[src/rtl/pmt_pkg.sv]
// Package: shared types for the period-match timer.
// Assumes a control word whose lower eight bits carry all fields.
package pmt_pkg;

    // Width of the prescale-ratio selector (ratio = 2**code).
    localparam int PSC_SEL_W = 2;

    // Register selector on the write port.
    typedef enum logic [1:0] {
        REG_COUNT  = 2'd0,
        REG_PERIOD = 2'd1,
        REG_CTRL   = 2'd2,
        REG_NONE   = 2'd3
    } reg_sel_e;

    // Stored control fields, packed to match write-data bits 6:1.
    typedef struct packed {
        logic [PSC_SEL_W-1:0] psc_sel;    // bits 6:5
        logic                 async_mode; // bit 4
        logic                 sleep_run;  // bit 3
        logic                 rst_block;  // bit 2
        logic                 one_shot;   // bit 1
    } ctrl_t;

    localparam int CTRL_EN_BIT  = 0;
    localparam int CTRL_CLR_BIT = 7;

endpackage

[src/rtl/pmt_edge_detect.sv]
// Module: pmt_edge_detect
// Registers an input and flags its rising transition for one cycle.
// Assumes the input is already synchronous to clk.
module pmt_edge_detect (
    input  logic clk,
    input  logic rst_n,
    input  logic sig_i,
    output logic rise_o
);

    logic stage_q;
    logic prev_q;

    // Two-stage history of the input.
    always_ff @(posedge clk) begin
        if (!rst_n) begin
            stage_q <= 1'b0;
            prev_q  <= 1'b0;
        end else begin
            stage_q <= sig_i;
            prev_q  <= stage_q;
        end
    end

    // Rising transition of the registered input.
    always_comb rise_o = stage_q & ~prev_q;

    AST_EDGE_SINGLE: assert property (@(posedge clk) disable iff (!rst_n)
        rise_o |=> !rise_o);

endmodule

[src/rtl/pmt_prescaler.sv]
// Module: pmt_prescaler
// Divides the clock-enable tick by 2**sel_i and emits a one-cycle step.
// Assumes the caller clears it on reload events and while disabled.
module pmt_prescaler #(
    parameter int SEL_W = 2
) (
    input  logic             clk,
    input  logic             rst_n,
    input  logic             clear_i,
    input  logic             run_i,
    input  logic             tick_i,
    input  logic [SEL_W-1:0] sel_i,
    output logic             step_o
);

    localparam int CNT_W = (1 << SEL_W) - 1;

    logic [CNT_W-1:0] psc_q;
    logic [CNT_W-1:0] limit;

    // Terminal value: ratio minus one, built as a thermometer code.
    always_comb begin
        for (int i = 0; i < CNT_W; i++) begin
            limit[i] = (i < int'(sel_i));
        end
    end

    // Step when the running tick reaches the terminal value.
    always_comb step_o = run_i && tick_i && (psc_q >= limit);

    // Tick counter with clear priority.
    always_ff @(posedge clk) begin
        if (!rst_n) begin
            psc_q <= '0;
        end else if (clear_i || step_o) begin
            psc_q <= '0;
        end else if (run_i && tick_i) begin
            psc_q <= psc_q + 1'b1;
        end
    end

endmodule

[src/rtl/pmt_counter.sv]
// Module: pmt_counter
// Time-base counter: load, zero, step with reload at the period value.
// Assumes load and zero are mutually prioritised here (load wins).
module pmt_counter #(
    parameter int W = 16
) (
    input  logic         clk,
    input  logic         rst_n,
    input  logic         load_i,
    input  logic [W-1:0] load_val_i,
    input  logic         zero_i,
    input  logic         step_i,
    input  logic [W-1:0] period_i,
    output logic [W-1:0] count_o,
    output logic         match_o
);

    logic [W-1:0] count_q;

    // Period match: a step that finds the count at the period.
    always_comb match_o = step_i && !load_i && !zero_i && (count_q == period_i);

    // Count update: write, then capture reset, then step.
    always_ff @(posedge clk) begin
        if (!rst_n) begin
            count_q <= '0;
        end else if (load_i) begin
            count_q <= load_val_i;
        end else if (zero_i) begin
            count_q <= '0;
        end else if (step_i) begin
            count_q <= (count_q == period_i) ? '0 : count_q + 1'b1;
        end
    end

    always_comb count_o = count_q;

    AST_RELOAD_ZERO: assert property (@(posedge clk) disable iff (!rst_n)
        match_o |=> (count_q == '0));

    AST_WRITE_WINS: assert property (@(posedge clk) disable iff (!rst_n)
        load_i |=> (count_q == $past(load_val_i)));

endmodule

[src/rtl/pmt_ctrl_regs.sv]
// Module: pmt_ctrl_regs
// Holds the period, control fields, enable bit and interrupt flag.
// Assumes register writes take priority over hardware updates.
module pmt_ctrl_regs
    import pmt_pkg::*;
#(
    parameter int W = 16
) (
    input  logic                 clk,
    input  logic                 rst_n,
    input  logic                 wr_ctrl_i,
    input  logic                 wr_period_i,
    input  logic [W-1:0]         wr_data_i,
    input  logic                 cap_rise_i,
    input  logic                 match_i,
    output logic [W-1:0]         period_o,
    output logic [PSC_SEL_W-1:0] psc_sel_o,
    output logic                 async_o,
    output logic                 sleep_run_o,
    output logic                 rst_block_o,
    output logic                 enable_o,
    output logic                 irq_o
);

    logic [W-1:0] period_q;
    ctrl_t        ctrl_q;
    logic         enable_q;
    logic         irq_q;
    logic         clr_req;

    always_comb clr_req = wr_ctrl_i && wr_data_i[CTRL_CLR_BIT];

    // Period register, all ones after reset.
    always_ff @(posedge clk) begin
        if (!rst_n) begin
            period_q <= '1;
        end else if (wr_period_i) begin
            period_q <= wr_data_i;
        end
    end

    // Control fields.
    always_ff @(posedge clk) begin
        if (!rst_n) begin
            ctrl_q <= '0;
        end else if (wr_ctrl_i) begin
            ctrl_q <= ctrl_t'(wr_data_i[$bits(ctrl_t):1]);
        end
    end

    // Enable bit: write, one-shot stop, or one-shot capture start.
    always_ff @(posedge clk) begin
        if (!rst_n) begin
            enable_q <= 1'b0;
        end else if (wr_ctrl_i) begin
            enable_q <= wr_data_i[CTRL_EN_BIT];
        end else if (match_i && ctrl_q.one_shot) begin
            enable_q <= 1'b0;
        end else if (cap_rise_i && ctrl_q.one_shot && !enable_q) begin
            enable_q <= 1'b1;
        end
    end

    // Sticky interrupt flag; a match beats a clear.
    always_ff @(posedge clk) begin
        if (!rst_n) begin
            irq_q <= 1'b0;
        end else if (match_i) begin
            irq_q <= 1'b1;
        end else if (clr_req) begin
            irq_q <= 1'b0;
        end
    end

    always_comb begin
        period_o    = period_q;
        psc_sel_o   = ctrl_q.psc_sel;
        async_o     = ctrl_q.async_mode;
        sleep_run_o = ctrl_q.sleep_run;
        rst_block_o = ctrl_q.rst_block;
        enable_o    = enable_q;
        irq_o       = irq_q;
    end

    AST_ONESHOT_STOP: assert property (@(posedge clk) disable iff (!rst_n)
        (match_i && ctrl_q.one_shot && !wr_ctrl_i) |=> !enable_q);

    AST_FLAG_STICKY: assert property (@(posedge clk) disable iff (!rst_n)
        (irq_q && !clr_req) |=> irq_q);

endmodule

[src/rtl/pmt_timer.sv]
// Module: pmt_timer (top)
// Period-match timer with capture-driven reset, one-shot start,
// event-trigger and wake outputs, and sleep gating.
// Assumes tick_en is already synchronous to clk.
module pmt_timer
    import pmt_pkg::*;
#(
    parameter int CNT_W = 16
) (
    input  logic             clk,
    input  logic             rst_n,
    input  logic             wr_en,
    input  logic [1:0]       wr_addr,
    input  logic [CNT_W-1:0] wr_data,
    input  logic             tick_en,
    input  logic             ext_clk_sel,
    input  logic             sleep_req,
    input  logic             cap_in,
    output logic [CNT_W-1:0] count_o,
    output logic [CNT_W-1:0] period_o,
    output logic             enable_o,
    output logic             irq_flag_o,
    output logic             trig_o,
    output logic             wake_o
);

    reg_sel_e             sel;
    logic                 wr_count;
    logic                 wr_period;
    logic                 wr_ctrl;
    logic                 cap_rise;
    logic                 trig_rst;
    logic                 keep_in_sleep;
    logic                 run;
    logic                 step;
    logic                 match;
    logic                 psc_clear;
    logic [PSC_SEL_W-1:0] psc_sel;
    logic                 async_mode;
    logic                 sleep_run;
    logic                 rst_block;
    logic                 trig_q;
    logic                 wake_q;

    // Write-port decode.
    always_comb begin
        sel       = reg_sel_e'(wr_addr);
        wr_count  = wr_en && (sel == REG_COUNT);
        wr_period = wr_en && (sel == REG_PERIOD);
        wr_ctrl   = wr_en && (sel == REG_CTRL);
    end

    pmt_edge_detect u_cap (
        .clk    (clk),
        .rst_n  (rst_n),
        .sig_i  (cap_in),
        .rise_o (cap_rise)
    );

    pmt_ctrl_regs #(.W(CNT_W)) u_regs (
        .clk         (clk),
        .rst_n       (rst_n),
        .wr_ctrl_i   (wr_ctrl),
        .wr_period_i (wr_period),
        .wr_data_i   (wr_data),
        .cap_rise_i  (cap_rise),
        .match_i     (match),
        .period_o    (period_o),
        .psc_sel_o   (psc_sel),
        .async_o     (async_mode),
        .sleep_run_o (sleep_run),
        .rst_block_o (rst_block),
        .enable_o    (enable_o),
        .irq_o       (irq_flag_o)
    );

    // Run gating and capture-driven reset.
    always_comb begin
        trig_rst      = cap_rise && !rst_block;
        keep_in_sleep = sleep_run && ext_clk_sel && async_mode;
        run           = enable_o && (!sleep_req || keep_in_sleep);
        psc_clear     = !enable_o || wr_count || trig_rst;
    end

    pmt_prescaler #(.SEL_W(PSC_SEL_W)) u_psc (
        .clk     (clk),
        .rst_n   (rst_n),
        .clear_i (psc_clear),
        .run_i   (run),
        .tick_i  (tick_en),
        .sel_i   (psc_sel),
        .step_o  (step)
    );

    pmt_counter #(.W(CNT_W)) u_cnt (
        .clk        (clk),
        .rst_n      (rst_n),
        .load_i     (wr_count),
        .load_val_i (wr_data),
        .zero_i     (trig_rst),
        .step_i     (step),
        .period_i   (period_o),
        .count_o    (count_o),
        .match_o    (match)
    );

    // Registered event-trigger and wake pulses.
    always_ff @(posedge clk) begin
        if (!rst_n) begin
            trig_q <= 1'b0;
            wake_q <= 1'b0;
        end else begin
            trig_q <= match && !async_mode;
            wake_q <= match && sleep_req;
        end
    end

    always_comb begin
        trig_o = trig_q;
        wake_o = wake_q;
    end

    AST_TRIG_FLAG: assert property (@(posedge clk) disable iff (!rst_n)
        trig_o |-> irq_flag_o);

    AST_SLEEP_HOLD: assert property (@(posedge clk) disable iff (!rst_n)
        (sleep_req && !keep_in_sleep && !wr_count && !trig_rst) |=> $stable(count_o));

    AST_WAKE_SLEEP: assert property (@(posedge clk) disable iff (!rst_n)
        wake_o |-> $past(sleep_req));

endmodule

[config.mk]
export PLATFORM = sky130hd
export DESIGN_NAME = pmt_timer
export DESIGN_NICKNAME = d
export VERILOG_FILES = /design/src/rtl/pmt_pkg.sv /design/src/rtl/pmt_edge_detect.sv /design/src/rtl/pmt_prescaler.sv /design/src/rtl/pmt_counter.sv /design/src/rtl/pmt_ctrl_regs.sv /design/src/rtl/pmt_timer.sv
export SDC_FILE = /design/constraint.sdc
export NUM_CORES = 1
export LEC_CHECK = 0
export ABC_AREA = 1
export BUFFER_PORTS_ARGS = -buffer_cell sky130_fd_sc_hd__buf_2
export CORE_ASPECT_RATIO = 0.75
export CORE_MARGIN = 2
export CORE_UTILIZATION = 44
export CTS_BUF_LIST = sky130_fd_sc_hd__clkbuf_8
export DETAILED_ROUTE_END_ITERATION = 7
export PLACE_DENSITY = 0.79
export REMOVE_ABC_BUFFERS = 1
export SYNTH_ARGS = -nofsm -noshare
export SYNTH_HDL_FRONTEND = slang
export SYNTH_HIERARCHICAL = 1
export SYNTH_SLANG_ARGS = --single-unit
[constraint.sdc]
create_clock -name clk -period 2.4 [get_ports clk]
set_clock_uncertainty 0.1 [all_clocks]
set_input_delay 0.24 -clock clk [delete_from_list [all_inputs] [get_ports clk]]
set_output_delay 0.24 -clock clk [all_outputs]
set_load 0.02 [all_outputs]
==> out/results.tsv <==
metric	value	unit
status	finished, final reports clean	
ys_seq_area_share	33.47	%
root_buffer	clkbuf_8	
setup_tns	0	ns
die-area	0.007052	mm2
clkSinkCount	47	
grtUsageTotal	21.13	%
critPathMostFrequentCell	nand2_1	
dr.pass1.iters	4	
grt_max_degree	29	
layout_commonest_cell	nand2_1	
period_minus_slack	2.073	ns
start_util	44.94	%
setup_violations	0	
place_inst	561	
vias	2858	
overflow	0	
synth_top_family_by_area	simple AND/OR/NAND/NOR gates	
min_path_type	in -> reg	
drcViolationCount	0	
synthCells	430	
numCtsBuffers	5	
core	0.006256	mm2
drtIter0Drc	196	
critPathTopFamily	simple AND/OR/NAND/NOR gates	
period_share	86.39	%
worstMarginPinSlew	0.5491	ns
synth_simple_gate_area_share	37.03	%
cts_tree	built	
grt_pass1_wl	11610	um
rsz0062_at_grt	false	
synth-xor-area-share	2.181	%
finish.instance_area	0.003264	mm2
critical_path_buf_inv_count	4	
final_cell_mix	113 x nand2_1, 60 x buf_2, 56 x nor2_1	
antenna_left	0	
synth_fa_ha_area_share	2.225	%
dpl.hpwl	5203	um
cap_viol_max_count	0	
dpl_worst_slack	0.1532	ns
clock_latency	0.30	ns
crit_chain	or2_1, ha_1, inv_1, nand2_1, nand2_1, nand2_1, nand2_2, inv_1, nor2_4, buf_12, inv_2, o21ai_0, a21oi_1	
slowest_stage	dfxtp_1	
rows	25	
drt-vias-per-instance	5.005	
antenna_found_initial	0	
post_drt_wl_per_cell	12.73	um
numPortBuffers	60	
syn_area	0.002811	mm2
nets	520	
finalMaxSlewViolations	0	
ys_warn_count	6	
fin_total_pwr	1.843	mW
synthMuxAreaShare	0	%
start_kind	flip-flop	
arrival	2.17	ns
leakagePower	1.697	nW
synth_seq_cells	47	
ys_types	31	
clock.fmax	482.3	MHz
htree_levels	2	
die_w	96.30	um
post_cts_buffers	0	
hold_path_startpoint	cap_in	
place_congestion	0.8628	
crit_path_max_incr_delay	0.32	ns
syn_avg_cell_area	6.538	um2
fin_ws	0.3266	ns
synth_compound_area_share	13.00	%
slew_headroom	63.40	%
clock_path_buffers	2	
ios	61	
clkTransAtPathRegs	0.09	ns
die_y	73.23	um
post_cts_resize_count	0	
crit_type	reg -> reg	
fin_hold_ws	0.009439	ns
r2r-start	u_regs/psc_sel_o[0]	
drive_above_1_share	23.27	%
grt_pass1_vias	2532	
pwr_density_cell	564.7	mW/mm2
post-route-util	52.18	%
wirelength	7266	um
antenna_cells	0	
final_cells	571	
ir_worst_vdd	0.0002927	V
holdBufCountCts	0	
finalHoldViolCount	0	
place_area	0.003127	mm2
setup.worst_path.start	u_regs/psc_sel_o[0]	
area_delta_synth_final	16.11	%
crit_path_end_kind	flip-flop	
cp.required	2.50	ns
cp_max_fo	16	
## cells by family (layout without fill, tap and decap cells)
kind of cell | count (synthesis) | in the layout
AOI/OAI and AO/OA | 72 | 72
DFF | 47 | 47
xor gates and xnor gates | 7 | 7
and+or+nand+nor | 228 | 228
buffers and inverters | 71 | 131
adders and majority gates | 5 | 5
## registers in the layout, summed over array words and instances (netlist names), 2 cells and up
signal and flops:
u_cnt/count_o 16, u_psc/psc_q 3, u_regs/period_o 16, u_regs/psc_sel_o 2
## where the power goes
| group | switching [mW] | internal [mW] |
|---|---|---|
| sequential | 0.0648 | 0.827 |
| combinational | 0.242 | 0.141 |
| clock | 0.267 | 0.301 |
| total | 0.573 | 1.27 |
## cells in the mapped netlist (all sizes together)
library cell  instances  share of area, %
dfxtp                47                33
nor2b                 1              0.22
xor2                  7               2.2
o21ai                31               5.5
buf                  10               3.4
nor2                 64                10
ha                    5               2.2
a21oi                40               7.3
or2                   1              0.22
inv                  57               7.8
nand2               127                18
nand4                 2              0.44
nand3                28               6.8
a31oi                 1              0.22
nor3                  5              0.89
clkbuf                4              0.93
## area by class of cell
type	count	area, um2
inverters	57	219.0
flip-flops and latches	47	940.9
fillers	666	2992
repair buffers	67	365.4
well taps	81	101.3
multi-input cells	312	1535
clock buffers	5	68.82
clock inverters	2	33.78
## per-layer routing
| metal | wire length, um | part of all wire [%] | global-route usage, % | vias to the layer above |
|---|---|---|---|---|
| li1 | - | - | - | 1460 |
| met2 | 3249 | 45 | 34.26 | 93 |
| met5 | 0 | 0 | 0 | - |
| met3 | 672 | 9.2 | 3.512 | 9 |
| met1 | 3262 | 45 | 29.12 | 1296 |
| met4 | 81 | 1.1 | 5.947 | 0 |
## worst min-delay path, delay by kind of cell
kind	cells	cell delay, ns
buf+inv	2	0.11
simple gates	1	0.04
## worst paths after layout
check	end	cells past startpoint	slack [ns]
worst max-delay path	u_cnt/count_o[6]	13	0.33
worst min-delay path	u_cap/stage_q	3	0.009
worst max register to register	u_cnt/count_o[6]	13	0.33
worst min register to register	u_cap/prev_q	2	0.33
(Power assumes the default switching activity.)
